<file path="src/rtl/aud_sclk_pkg.sv">
package aud_sclk_pkg;
   localparam int MAX_SLOTS = 128;
   localparam int MAX_BITDIV = 4;

   function automatic int frame_slots(input logic [1:0] sel);
      case (sel)
         2'd0:    return 32;
         2'd1:    return 64;
         default: return MAX_SLOTS;
      endcase
   endfunction

   function automatic int word_bits(input logic [1:0] sel);
      case (sel)
         2'd0:    return 16;
         2'd1:    return 24;
         default: return 32;
      endcase
   endfunction
endpackage

</file>
<file path="src/rtl/aud_sclk_sync.sv">
module aud_sclk_sync #(
   parameter int STAGES = 2
) (
   input  logic clk,
   input  logic rst_n,
   input  logic d,
   output logic q
);
   logic st [STAGES];

   generate
      for (genvar i = 0; i < STAGES; i++) begin : g_stage
         if (i == 0) begin : g_first
            always_ff @(posedge clk or negedge rst_n)
               if (!rst_n) st[i] <= 1'b0;
               else        st[i] <= d;
         end else begin : g_next
            always_ff @(posedge clk or negedge rst_n)
               if (!rst_n) st[i] <= 1'b0;
               else        st[i] <= st[i-1];
         end
      end
   endgenerate

   assign q = st[STAGES-1];
endmodule

</file>
<file path="src/rtl/aud_sclk_master.sv">
module aud_sclk_master #(
   parameter int PC_W   = 2,
   parameter int SLOT_W = 7
) (
   input  logic       clk,
   input  logic       rst_n,
   input  logic       run,
   input  logic       div4,
   input  logic [1:0] frame_sel,
   input  logic [1:0] word_sel,
   input  logic       no_gate,
   output logic       raw_bclk,
   output logic       raw_right,
   output logic       launch,
   output logic       sample,
   output logic       fstart
);
   logic [PC_W-1:0]   pc_q, pc_last, pc_mid;
   logic [SLOT_W-1:0] sc_q, sc_last, half_mask, in_ch, word_len;
   logic              active;

   always_comb begin
      pc_last   = div4 ? PC_W'(aud_sclk_pkg::MAX_BITDIV - 1) : PC_W'(1);
      pc_mid    = div4 ? PC_W'(aud_sclk_pkg::MAX_BITDIV / 2) : PC_W'(1);
      sc_last   = SLOT_W'(aud_sclk_pkg::frame_slots(frame_sel) - 1);
      half_mask = SLOT_W'(aud_sclk_pkg::frame_slots(frame_sel) / 2 - 1);
      word_len  = SLOT_W'(aud_sclk_pkg::word_bits(word_sel));
      in_ch     = sc_q & half_mask;
      active    = no_gate || (in_ch < word_len);
   end

   // bit period and slot counters, cleared whenever the block is stopped
   always_ff @(posedge clk or negedge rst_n) begin
      if (!rst_n) begin
         pc_q <= '0;
         sc_q <= '0;
      end else if (!run) begin
         pc_q <= '0;
         sc_q <= '0;
      end else if (pc_q == pc_last) begin
         pc_q <= '0;
         sc_q <= (sc_q == sc_last) ? '0 : sc_q + 1'b1;
      end else begin
         pc_q <= pc_q + 1'b1;
      end
   end

   assign raw_bclk  = run && active && (pc_q >= pc_mid);
   assign raw_right = run && ((sc_q & ~half_mask) != '0);
   assign launch    = run && active && (pc_q == '0);
   assign sample    = run && active && (pc_q == pc_mid);
   assign fstart    = run && (pc_q == '0) && (sc_q == '0);
endmodule

</file>
<file path="src/rtl/aud_sclk_slave.sv">
module aud_sclk_slave #(
   parameter int STAGES = 2
) (
   input  logic clk,
   input  logic rst_n,
   input  logic run,
   input  logic ext_b,
   input  logic ext_f,
   input  logic b_inv,
   input  logic f_inv,
   output logic launch,
   output logic sample,
   output logic fstart,
   output logic right
);
   logic b_s, f_s, b_prev, f_prev;
   logic b_n, bp_n, f_n, fp_n;

   aud_sclk_sync #(.STAGES(STAGES)) u_sync_b (.clk(clk), .rst_n(rst_n), .d(ext_b), .q(b_s));
   aud_sclk_sync #(.STAGES(STAGES)) u_sync_f (.clk(clk), .rst_n(rst_n), .d(ext_f), .q(f_s));

   always_ff @(posedge clk or negedge rst_n) begin
      if (!rst_n) begin
         b_prev <= 1'b0;
         f_prev <= 1'b0;
      end else begin
         b_prev <= b_s;
         f_prev <= f_s;
      end
   end

   always_comb begin
      b_n  = b_s ^ b_inv;
      bp_n = b_prev ^ b_inv;
      f_n  = f_s ^ f_inv;
      fp_n = f_prev ^ f_inv;
   end

   assign launch = run && bp_n && !b_n;
   assign sample = run && !bp_n && b_n;
   assign fstart = run && fp_n && !f_n;
   assign right  = run && f_n;
endmodule

</file>
<file path="src/rtl/aud_sclk_gen.sv">
module aud_sclk_gen #(
   parameter int SYNC_STAGES = 2,
   parameter int PC_W        = $clog2(aud_sclk_pkg::MAX_BITDIV),
   parameter int SLOT_W      = $clog2(aud_sclk_pkg::MAX_SLOTS)
) (
   input  logic       clk,
   input  logic       rst_n,
   input  logic       tx_en,
   input  logic       rx_en,
   input  logic       cfg_master,
   input  logic       cfg_div4,
   input  logic [1:0] cfg_frame_sel,
   input  logic [1:0] cfg_word_sel,
   input  logic       cfg_bclk_inv,
   input  logic       cfg_fs_inv,
   input  logic       cfg_no_gate,
   input  logic       ext_bclk,
   input  logic       ext_fclk,
   output logic       bclk_o,
   output logic       fclk_o,
   output logic       drive_o,
   output logic       launch_stb,
   output logic       sample_stb,
   output logic       frame_stb,
   output logic       right_ch
);
   generate
      if (SYNC_STAGES < 2) begin : g_bad_sync
         $error("SYNC_STAGES must be at least 2");
      end
      if ((1 << PC_W) < aud_sclk_pkg::MAX_BITDIV) begin : g_bad_pc
         $error("PC_W too narrow for the bit divider");
      end
      if ((1 << SLOT_W) < aud_sclk_pkg::MAX_SLOTS) begin : g_bad_slot
         $error("SLOT_W too narrow for the frame length");
      end
   endgenerate

   logic run_q, m_run, s_run;
   logic m_bclk, m_right, m_launch, m_sample, m_fstart;
   logic s_launch, s_sample, s_fstart, s_right;

   always_ff @(posedge clk or negedge rst_n)
      if (!rst_n) run_q <= 1'b0;
      else        run_q <= tx_en || rx_en;

   assign m_run = run_q && cfg_master;
   assign s_run = run_q && !cfg_master;

   aud_sclk_master #(.PC_W(PC_W), .SLOT_W(SLOT_W)) u_master (
      .clk(clk), .rst_n(rst_n), .run(m_run), .div4(cfg_div4),
      .frame_sel(cfg_frame_sel), .word_sel(cfg_word_sel), .no_gate(cfg_no_gate),
      .raw_bclk(m_bclk), .raw_right(m_right), .launch(m_launch),
      .sample(m_sample), .fstart(m_fstart));

   aud_sclk_slave #(.STAGES(SYNC_STAGES)) u_slave (
      .clk(clk), .rst_n(rst_n), .run(s_run), .ext_b(ext_bclk), .ext_f(ext_fclk),
      .b_inv(cfg_bclk_inv), .f_inv(cfg_fs_inv), .launch(s_launch),
      .sample(s_sample), .fstart(s_fstart), .right(s_right));

   assign bclk_o     = m_bclk ^ cfg_bclk_inv;
   assign fclk_o     = m_right ^ cfg_fs_inv;
   assign drive_o    = m_run;
   assign launch_stb = m_launch | s_launch;
   assign sample_stb = m_sample | s_sample;
   assign frame_stb  = m_fstart | s_fstart;
   assign right_ch   = cfg_master ? m_right : s_right;
endmodule

</file>
<file path="config.mk">
export PLATFORM = sky130hd
export DESIGN_NAME = aud_sclk_gen
export DESIGN_NICKNAME = d
export VERILOG_FILES = /design/src/rtl/aud_sclk_pkg.sv /design/src/rtl/aud_sclk_sync.sv /design/src/rtl/aud_sclk_master.sv /design/src/rtl/aud_sclk_slave.sv /design/src/rtl/aud_sclk_gen.sv
export SDC_FILE = /design/constraint.sdc
export NUM_CORES = 1
export LEC_CHECK = 0
export ABC_AREA = 1
export BUFFER_PORTS_ARGS = -buffer_cell sky130_fd_sc_hd__buf_4
export CORE_UTILIZATION = 48
export DETAILED_ROUTE_END_ITERATION = 16
export GPL_ROUTABILITY_DRIVEN = 0
export GPL_TIMING_DRIVEN = 1
export PLACE_DENSITY = 0.83
export SLEW_MARGIN = 20
export SYNTH_ARGS = -nofsm -noshare
export SYNTH_HDL_FRONTEND = slang
export SYNTH_HIERARCHICAL = 1
export SYNTH_SLANG_ARGS = --single-unit
</file>
<file path="constraint.sdc">
create_clock -name clk -period 1.5 [get_ports clk]
set_clock_uncertainty 0.15 [all_clocks]
set_input_delay 0 -clock clk [delete_from_list [all_inputs] [get_ports clk]]
set_output_delay 0 -clock clk [all_outputs]
set_load 0.02 [all_outputs]
</file>
==> out/qor.csv, run 1 <==
metric,value,unit
routedWlPerCell,12.16,µm
synth_area_leaders,"dfrtp_1 (36%), nand2_1 (17%), inv_1 (10%)",
hold_depth,6,
chipHeight,50.06,µm
worst-setup-path-type,reg2out,
ant_nets,0,
cp_max_fo,3,
setup_tns,-1.903,ns
ys_seq_area_share,36.12,%
synth_area_leader_cell,dfrtp_1,
maxSlewHeadroom,80.58,%
finalInstanceArea,1665,µm²
cp_cell_sequence,inv_2 > nor2_1 > ha_1 > nand2_1 > nand2_1 > nand2_1 > nand2_1 > nand2_1 > nand2_2 > nor2_1 > or2_4 > buf_6,
p_total,1112,µW
grt_antenna_before_repair,0,
ys_seq_elements,16,
power_density,667.5,nW/µm²
busiest_layer,met2,
finalNetCount,233,
rr_endpoint,u_master/sc_q[6],
grt_pass1_vias,1174,
outcome,"finished, violations left",
syn_area_per_cell,6.929,µm²
dp_hpwl,1921,µm
cts.path.max_buffers,2,
finalHoldViolations,0,
wl,2895,µm
cts_root_buf,clkbuf_4,
crit_required,1.35,ns
drt_iter0_drc,33,
hold_path_class,in2reg,
rows,17,
grt_usage,24.95,%
coreArea,2191,µm²
syn_to_final_growth,50.23,%
fin_ws,-0.4711,ns
cts_tree,yes,
max_stage_delay,0.42,ns
gr-usage-met2,47.11,%
p_leak,0.0009057,µW
ys_types,22,
hold_end,u_master/pc_q[0],
rsz0062_at_grt,true,
cts_sinks,16,
critPathBufInv,2,
slowest_stage,dfrtp_1,
fin_crit_sh,131.4,%
drv_slew,0,
violations,negative setup slack,
reg2reg_from,u_master/pc_q[1],
crit_path_frequent_cell,nand2_1,
cp_top_family,simple AND/OR/NAND/NOR gates,
use_met3,2.469,%
yosysTopAreaCellShare,36.12,%
numPortBuffers,21,
setup_viol,9,
use_met1,29.01,%
drive_gt1_share,37.62,%
crit_arrival,1.82,ns
overflow,0,
diodes,0,
n_fill_cell,145,
start_util,50.60,%
first_pass_iters,4,
cts-htree-levels,1,
synth_area,1109,µm²
peakVddDrop,0.6370,mV
worstMarginPinSlew,0.2902,ns
syn_inst,160,
clkSlewWorstSetupHoldPaths,0.10,ns
ys_warn_count,6,
place_area,1373,µm²
clk_latency,0.28,ns
vias,1190,
num_io_pins,22,
maxCapViolations,0,
fmax,507.3,MHz
grt_pass1_wl,4850,µm
drc,0,
cts_made_buffers,3,
syn-num-nets,182,
cp-end-kind,primary output,
rrSetupSlack,-0.06,ns
via_per_inst,5.000,
dieArea,2506,µm²
hold_path.startpoint,cfg_master,
start_kind,flop,
fp.dieW,50.06,µm
grt_max_degree,17,
reg2regPathDepth,8,
min_period,1.971,ns
==> worst min-delay path, delay by kind of cell <==
| kind | cells | cell delay (ns) |
|---|---|---|
| buffers and inverters | 4 | 0.43 |
| AND/OR/NAND/NOR | 2 | 0.09 |
==> Yosys cell counts (all sizes together) <==
library cell / n
or2: 4
nand4: 4
nor2: 18
ha: 7
nand3: 7
dfrtp: 16
inv: 32
xor2: 1
clkbuf: 1
a21oi: 5
nand2: 54
buf: 2
o21ai: 6
xnor2: 1
o31ai: 1
nor4: 1
==> worst max path at each step <==
stage,end,start,cells past startpoint
3_3_place_gp,bclk_o,u_master/sc_q[4],14
5_1_grt,launch_stb,u_master/sc_q[4],12
2_1_floorplan,bclk_o,u_master/sc_q[4],13
3_5_place_dp,bclk_o,u_master/sc_q[4],14
4_1_cts,bclk_o,u_master/sc_q[4],14
6_report,launch_stb,u_master/sc_q[4],12
==> final cells by class <==
| type | instances | area (µm²) | area share, % |
|---|---|---|---|
| multi-input cells | 109 | 658.1 | 39.52 |
| flip-flops and latches | 16 | 400.4 | 24.04 |
| repair buffers | 49 | 412.9 | 24.79 |
| clock buffers | 4 | 36.28 | 2.179 |
| inverters | 32 | 122.6 | 7.363 |
| well taps | 28 | 35.03 | 2.104 |
==> flip-flops by register name, indices dropped and copies added (netlist names) <==
signal and cells:
u_slave/u_sync_f/st 1, run_q 1, u_slave/f_prev 1, u_slave/u_sync_b/q 1
u_master/sc_q 7, u_slave/u_sync_b/st 1, u_slave/u_sync_f/q 1, u_slave/b_prev 1
u_master/pc_q 2
==> routing by layer <==
metal,wire length (µm),up-vias
li1,-,586
met1,1175,577
met4,31,0
met2,1628,21
met3,59,6
met5,0,-
==> stage by stage <==
stage	hold WS [ns]	setup WS [ns]	util, %	std cells
final	0.1314	-0.4711	76.01	238
after global routing	0.1770	-0.5847	76.01	238
after CTS	0.1200	-0.4547	72.93	237
after detailed placement	-0.2775	-0.1776	62.65	218
after global placement	-0.2815	-0.1032	62.65	218
after floorplan	-0.4456	-0.01755	-	160
==> what timing repair did <==
| action | 4_1_cts | 5_1_grt |
|---|---|---|
| hold buffers | 6 | 1 |
| endpoints found under the setup margin | 12 | 27 |
| hold endpoints to repair | 19 | 16 |
| pin swaps | 7 | 10 |
| resized for setup | 15 | 17 |
| buffers inserted | 10 | 4 |
==> kinds of logic (layout without fill, tap and decap cells) <==
kind of cell / after synthesis / after routing / share of synthesized area [%]
DFF: 16 / 16 / 36.12
adders and majority gates: 7 / 7 / 7.900
and+or+nand+nor: 88 / 88 / 34.88
buffers and inverters: 35 / 85 / 13.21
xor gates and xnor gates: 2 / 2 / 1.580
AOI/OAI and AO/OA: 12 / 12 / 6.320
==> cell usage in the layout, fill, tap and decap left out <==
| cell | instances |
|---|---|
| inv_1 | 23 |
| clkbuf_4 | 3 |
| ha_1 | 4 |
| a21oi_4 | 2 |
| o31ai_1 | 1 |
| buf_6 | 8 |
| or2_4 | 2 |
| inv_2 | 8 |
| clkbuf_8 | 1 |
| nor4_2 | 1 |
| a21oi_1 | 1 |
| nor2_2 | 1 |
| nand2_1 | 46 |
| ha_4 | 3 |
| o21ai_1 | 3 |
| buf_4 | 35 |
| dfrtp_1 | 16 |
| nand3_2 | 3 |
| nand4_1 | 4 |
| xor2_1 | 1 |
| nor2_4 | 1 |
| xnor2_1 | 1 |
| a21oi_2 | 2 |
| nand2_2 | 7 |
| o21ai_0 | 3 |
| nand3_1 | 4 |
| inv_4 | 1 |
| nand2_4 | 1 |
| nor2_1 | 16 |
| or2_1 | 2 |
| dlygate4sd3_1 | 6 |
==> where the power goes <==
part / switching (µW) / total (µW) / internal [µW]
sequential: 14.9 / 467 / 452
clock: 137 / 284 / 147
combinational: 182 / 361 / 179
(Power assumes the default switching activity.)
==> run 2: changes to the inputs <==
--- a/config.mk
+++ b/config.mk
@@ -7,6 +7,7 @@
 export LEC_CHECK = 0
 export ABC_AREA = 1
 export BUFFER_PORTS_ARGS = -buffer_cell sky130_fd_sc_hd__buf_4
+export CORE_MARGIN = 5
 export CORE_UTILIZATION = 48
 export DETAILED_ROUTE_END_ITERATION = 16
 export GPL_ROUTABILITY_DRIVEN = 0
==> out/qor.csv, run 2 (synthesis gave the netlist of run 1 again) <==
metric,value,unit,change
fin_ws,-0.5048,ns,was -0.4711 ns
grt_pass1_wl,5161,µm,was 4850 µm
min_period,2.005,ns,was 1.971 ns
largest-register,u_master/sc_q,,unchanged
peakVddDrop,0.5703,mV,was 0.6370 mV
largest_registers,"u_master/sc_q x7, u_master/pc_q x2",,unchanged
chipHeight,58.06,µm,was 50.06 µm
use_met1,22.22,%,was 29.01%
critPathBufInv,2,,unchanged
cp-end-kind,primary output,,unchanged
finalHoldViolations,0,,unchanged
first_pass_iters,4,,unchanged
n_fill_cell,142,,was 145
largest_reg_flops,7,,unchanged
clk_latency,0.29,ns,was 0.28 ns
fp.dieW,58.06,µm,was 50.06 µm
slowest_stage,dfrtp_1,,unchanged
overflow,0,,unchanged
start_util,50.11,%,was 50.60%
gr-usage-met2,34.19,%,was 47.11%
vias,1237,,was 1190
layout_commonest_cell,nand2_1,,unchanged
cp_max_fo,3,,unchanged
maxCapViolations,0,,unchanged
use_met3,3.341,%,was 2.469%
max_stage_delay,0.41,ns,was 0.42 ns
layout_common_cells,"nand2_1 (44), buf_4 (29), inv_1 (23)",,"was nand2_1 (46), buf_4 (35), inv_1 (23)"
outcome,"finished, violations left",,unchanged
cts_tree,yes,,unchanged
fin_crit_sh,133.7,%,was 131.4%
fmax,498.8,MHz,was 507.3 MHz
diodes,0,,unchanged
crit_path_frequent_cell,nand2_1,,unchanged
maxSlewHeadroom,78.99,%,was 80.58%
grt_antenna_before_repair,0,,unchanged
via_per_inst,5.242,,was 5.000
cts-htree-levels,1,,unchanged
start_kind,flop,,unchanged
whs,0.01113,ns,was 0.1314 ns
busiest_layer,met2,,unchanged
violations,negative setup slack,,unchanged
cp_cell_sequence,inv_2 > nor2_2 > ha_1 > nand2_1 > nand2_1 > nand2_1 > nand2_1 > nand2_1 > nand2_2 > nor2_1 > or2_4 > buf_6,,was inv_2 > nor2_1 > ha_1 > nand2_1 > nand2_1 > nand2_1 > nand2_1 > nand2_1 > nand2_2 > nor2_1 > or2_4 > buf_6
syn_to_final_growth,55.87,%,was 50.23%
ant_nets,0,,unchanged
setup_viol,9,,unchanged
grt_usage,19.46,%,was 24.95%
cp_top_family,simple AND/OR/NAND/NOR gates,,unchanged
crit_arrival,1.85,ns,was 1.82 ns
worstMarginPinSlew,0.3152,ns,was 0.2902 ns
p_leak,0.0009180,µW,was 0.0009057 µW
hold_path_class,in2reg,,unchanged
p_total,1150,µW,was 1112 µW
routedWlPerCell,14.23,µm,was 12.16 µm
cts_sinks,16,,unchanged
drv_slew,0,,unchanged
drt_iter0_drc,53,,was 33
num_io_pins,22,,unchanged
wl,3359,µm,was 2895 µm
dp_hpwl,1985,µm,was 1921 µm
power_density,665.8,nW/µm²,was 667.5 nW/µm²
numPortBuffers,21,,unchanged
worst-setup-path-type,reg2out,,unchanged
crit_required,1.35,ns,about the same
finalNetCount,231,,was 233
dieArea,3370,µm²,was 2506 µm²
grt_pass1_vias,1247,,was 1174
coreArea,2212,µm²,was 2191 µm²
drive_gt1_share,40.38,%,was 37.62%
grt_max_degree,17,,unchanged
drc,0,,unchanged
clkSlewWorstSetupHoldPaths,0.10,ns,about the same
rows,17,,unchanged
rsz0062_at_grt,true,,unchanged
cts_root_buf,clkbuf_4,,unchanged
cts_made_buffers,3,,unchanged
cts.path.max_buffers,2,,unchanged
## run 2: changes by cell type in the layout (fill, tap and decap cells not counted), moves of 2 or more
cell	previous run	this run
nand2_4	1	4
o21ai_2	0	2
nand3_2	3	1
o21ai_1	3	1
nor2_1	16	14
nand2_1	46	44
buf_6	8	12
nor2_2	1	3
nand3_4	0	2
buf_4	35	29
## run 2: cell type report
class	instances	area (µm²)	area share, %
clock buffer	4	36.28	2.100
sequential	16	400.4	23.17
tap	28	35.03	2.028
timing repair buffer	47	412.9	23.90
inverter	32	125.1	7.241
multi-input combinational	109	718.2	41.56
## run 2: worst paths after layout
kind,start,endpoint,slack (ns),cells after the start
max reg2reg,u_master/pc_q[1],u_master/sc_q[6],-0.09,9
min,cfg_master,u_master/pc_q[0],0.01,5
max in group asynchronous,rst_n,u_slave/b_prev,0.53,3
max,u_master/sc_q[4],launch_stb,-0.50,12
min in group asynchronous,rst_n,u_master/sc_q[6],0.47,3
min reg2reg,u_slave/u_sync_f/st[1],u_slave/u_sync_f/q,0.21,0
## run 2: where the power goes
group	internal, µW	switching (µW)	leakage (µW)
clock network	148	145	0.0000210
registers	452	14.0	0.000203
logic	189	203	0.000694
total	788	362	0.000918
## run 2: metrics by stage
step / setup TNS [ns] / worst slack (ns) / std cells / utilization, % / instance area, µm²
finish: -1.947 / -0.5048 / 236 / 78.11 / 1728
CTS: -1.701 / -0.4471 / 231 / 71.27 / 1577
global placement: -0.2968 / -0.09366 / 216 / 61.37 / 1358
floorplan: -0.02312 / -0.01755 / 160 / - / 1116
detailed placement: -0.4756 / -0.1530 / 216 / 61.37 / 1358
global route: -2.812 / -0.6111 / 236 / 78.11 / 1728
## run 2: routing by layer
| layer | vias up | wire length [µm] |
|---|---|---|
| met5 | - | 0 |
| met4 | 0 | 76 |
| met3 | 14 | 196 |
| met2 | 64 | 1827 |
| met1 | 574 | 1258 |
| li1 | 585 | - |
## run 2: tightest hold or removal path, delay by kind of cell
| kind | cells | cell delay [ns] |
|---|---|---|
| buf+inv | 3 | 0.31 |
| simple gates | 2 | 0.11 |
## run 2: timing repair
| item | CTS | global route |
|---|---|---|
| buffers inserted | 10 | 9 |
| hold endpoints to repair | 19 | 16 |
| hold buffers | 6 | 1 |
| cloned | 0 | 0 |
| resized for setup | 22 | 29 |
| endpoints found under the setup margin | 10 | 28 |
| pin swaps | 12 | 11 |
==> run 3: changes to the inputs <==
--- a/config.mk
+++ b/config.mk
@@ -7,12 +7,14 @@
 export LEC_CHECK = 0
 export ABC_AREA = 1
 export BUFFER_PORTS_ARGS = -buffer_cell sky130_fd_sc_hd__buf_4
+export CAP_MARGIN = 20
 export CORE_MARGIN = 5
 export CORE_UTILIZATION = 48
 export DETAILED_ROUTE_END_ITERATION = 16
 export GPL_ROUTABILITY_DRIVEN = 0
 export GPL_TIMING_DRIVEN = 1
 export PLACE_DENSITY = 0.83
+export SKIP_LAST_GASP = 1
 export SLEW_MARGIN = 20
 export SYNTH_ARGS = -nofsm -noshare
 export SYNTH_HDL_FRONTEND = slang
==> constraint.sdc (replaced) <==
create_clock -name clk -period 1.5 [get_ports clk]
set_clock_uncertainty 0.15 [all_clocks]
set_input_delay 0.15 -clock clk [delete_from_list [all_inputs] [get_ports clk]]
set_output_delay 0.15 -clock clk [all_outputs]
set_load 0.02 [all_outputs]
==> out/qor.csv, run 3 (synthesis gave the netlist of run 1 again) <==
metric,value,unit,change
dieArea,3370,µm²,unchanged
syn_to_final_growth,47.18,%,was 55.87%
crit_cells,14,,was 12
cts_made_buffers,3,,unchanged
peakVddDrop,0.5133,mV,was 0.5703 mV
numPortBuffers,21,,unchanged
outcome,"finished, violations left",,unchanged
cp_max_fo,3,,unchanged
chipHeight,58.06,µm,unchanged
fin_ws,-0.6545,ns,was -0.5048 ns
diodes,0,,unchanged
drc,0,,unchanged
largest-register,u_master/sc_q,,unchanged
grt_pass1_wl,5030,µm,was 5161 µm
layout_commonest_cell,nand2_1,,unchanged
vias,1189,,was 1237
min_period,2.155,ns,was 2.005 ns
cp-end-kind,primary output,,unchanged
violations,negative setup slack,,unchanged
cts_tree,yes,,unchanged
crit_arrival,1.85,ns,about the same
grt_pass1_vias,1211,,was 1247
rows,17,,unchanged
coreArea,2212,µm²,unchanged
whs,0.1030,ns,was 0.01113 ns
worstMarginPinSlew,0.2774,ns,was 0.3152 ns
crit_required,1.20,ns,was 1.35 ns
power_density,670.4,nW/µm²,was 665.8 nW/µm²
layout_common_cells,"nand2_1 (46), buf_4 (35), inv_1 (26)",,"was nand2_1 (44), buf_4 (29), inv_1 (23)"
p_leak,0.0008799,µW,was 0.0009180 µW
largest_reg_flops,7,,unchanged
via_per_inst,5.103,,was 5.242
cts_sinks,16,,unchanged
max_stage_delay,0.41,ns,about the same
multi_input_area,681.9,µm²,was 718.2 µm²
rsz0062_at_grt,true,,unchanged
slowest_stage,dfrtp_1,,unchanged
dp_hpwl,1983,µm,was 1985 µm
start_util,50.11,%,unchanged
finalHoldViolations,0,,unchanged
ant_nets,0,,unchanged
cts.path.max_buffers,2,,unchanged
fmax,464.1,MHz,was 498.8 MHz
n_fill_cell,172,,was 142
grt_usage,19.18,%,was 19.46%
startpoint,u_master/sc_q[4],,unchanged
fin_crit_sh,143.6,%,was 133.7%
clkSlewWorstSetupHoldPaths,0.10,ns,about the same
start_kind,flop,,unchanged
setup_tns,-2.758,ns,was -1.947 ns
hold_path_class,in2async,,was in2reg
crit_path_frequent_cell,nand2_1,,unchanged
overflow,0,,unchanged
cts_root_buf,clkbuf_4,,unchanged
clk_latency,0.29,ns,about the same
finalNetCount,228,,was 231
cts-htree-levels,1,,unchanged
reg2reg_from,u_master/sc_q[0],,was u_master/pc_q[1]
cp_cell_sequence,inv_2 > nor2_2 > ha_1 > nand2_1 > nand2_1 > nand2_1 > nand2_1 > nand2_1 > nand2_2 > nor2_4 > inv_2 > nand2_2 > nand2_2 > buf_4,,was inv_2 > nor2_2 > ha_1 > nand2_1 > nand2_1 > nand2_1 > nand2_1 > nand2_1 > nand2_2 > nor2_1 > or2_4 > buf_6
maxSlewHeadroom,81.51,%,was 78.99%
grt_antenna_before_repair,0,,unchanged
drt_iter0_drc,53,,unchanged
layout.area.seq,400.4,µm²,unchanged
routedWlPerCell,13.28,µm,was 14.23 µm
largest_registers,"u_master/sc_q x7, u_master/pc_q x2",,unchanged
drive_gt1_share,37.56,%,was 40.38%
drv_slew,0,,unchanged
first_pass_iters,4,,unchanged
cp_top_family,simple AND/OR/NAND/NOR gates,,unchanged
maxCapViolations,0,,unchanged
reg2regPathDepth,9,,unchanged
num_io_pins,22,,unchanged
wl,3094,µm,was 3359 µm
worst-setup-path-type,reg2out,,unchanged
grt_max_degree,17,,unchanged
fp.dieW,58.06,µm,unchanged
setup_viol,8,,was 9
critPathBufInv,3,,was 2
run 3: cell count changes in the layout (fill, tap and decap cells not counted), moves of 2 or more:
cell	before	now
buf_6	12	4
inv_1	23	26
nand2_4	4	2
nand2_1	44	46
buf_4	29	35
inv_4	2	0
run 3: area by class of cell:
| class | count | share of cell area (%) |
|---|---|---|
| clock buffer | 4 | 2.224 |
| inverter | 32 | 7.362 |
| multi-input combinational | 109 | 41.79 |
| sequential | 16 | 24.54 |
| tap | 28 | 2.147 |
| timing repair buffer | 44 | 21.93 |
run 3: where the power goes:
| part | internal, µW | switching, µW | total [µW] |
|---|---|---|---|
| clock | 148 | 137 | 285 |
| sequential | 452 | 15.7 | 467 |
| combinational | 160 | 181 | 341 |
run 3: metal layers:
metal	up-vias	global-route usage, %	share of wire (%)
li1	573	-	-
met1	554	20.96	38
met2	47	34.52	52
met3	15	3.341	5.7
met4	0	10.93	4.7
met5	-	0	0
run 3: final timing paths:
check | endpoint | slack (ns)
worst max-delay path | bclk_o | -0.65
worst min-delay path | u_master/sc_q[6] | 0.10
worst max register to register | u_master/sc_q[6] | -0.07
worst min register to register | u_slave/u_sync_b/q | 0.21
max in group asynchronous | run_q | 0.90
min in group clk | u_slave/u_sync_b/q | 0.21
run 3: timing repair:
action | CTS | global route
pin swaps | 6 | 5
hold buffers | 5 | 0
gates resized for setup | 18 | 13
setup buffers | 4 | 1
hold endpoints to repair | 19 | 0
endpoints found under the setup margin | 9 | 12
run 3: worst register-to-register path, cell delays in order (launching register included):
cell and delay [ns]:
dfrtp_1 0.37, buf_4 0.14, ha_4 0.15, nand3_2 0.13, a21oi_2 0.15, nand3_2 0.11
nand2_2 0.13, nand2_2 0.05, nand2_1 0.05, inv_1 0.03
run 3: per-stage QoR:
step / cell area [µm²] / instances / util, % / worst slack (ns) / power (µW)
detailed placement: 1395 / 221 / 63.07 / -0.3491 / 746.6
CTS: 1575 / 232 / 71.21 / -0.6282 / 1078
global placement: 1395 / 221 / 63.07 / -0.2612 / 733.0
global route: 1632 / 233 / 73.76 / -0.7821 / 1165
floorplan: 1116 / 160 / - / -0.1676 / 626.5
finish: 1632 / 233 / 73.76 / -0.6545 / 1094
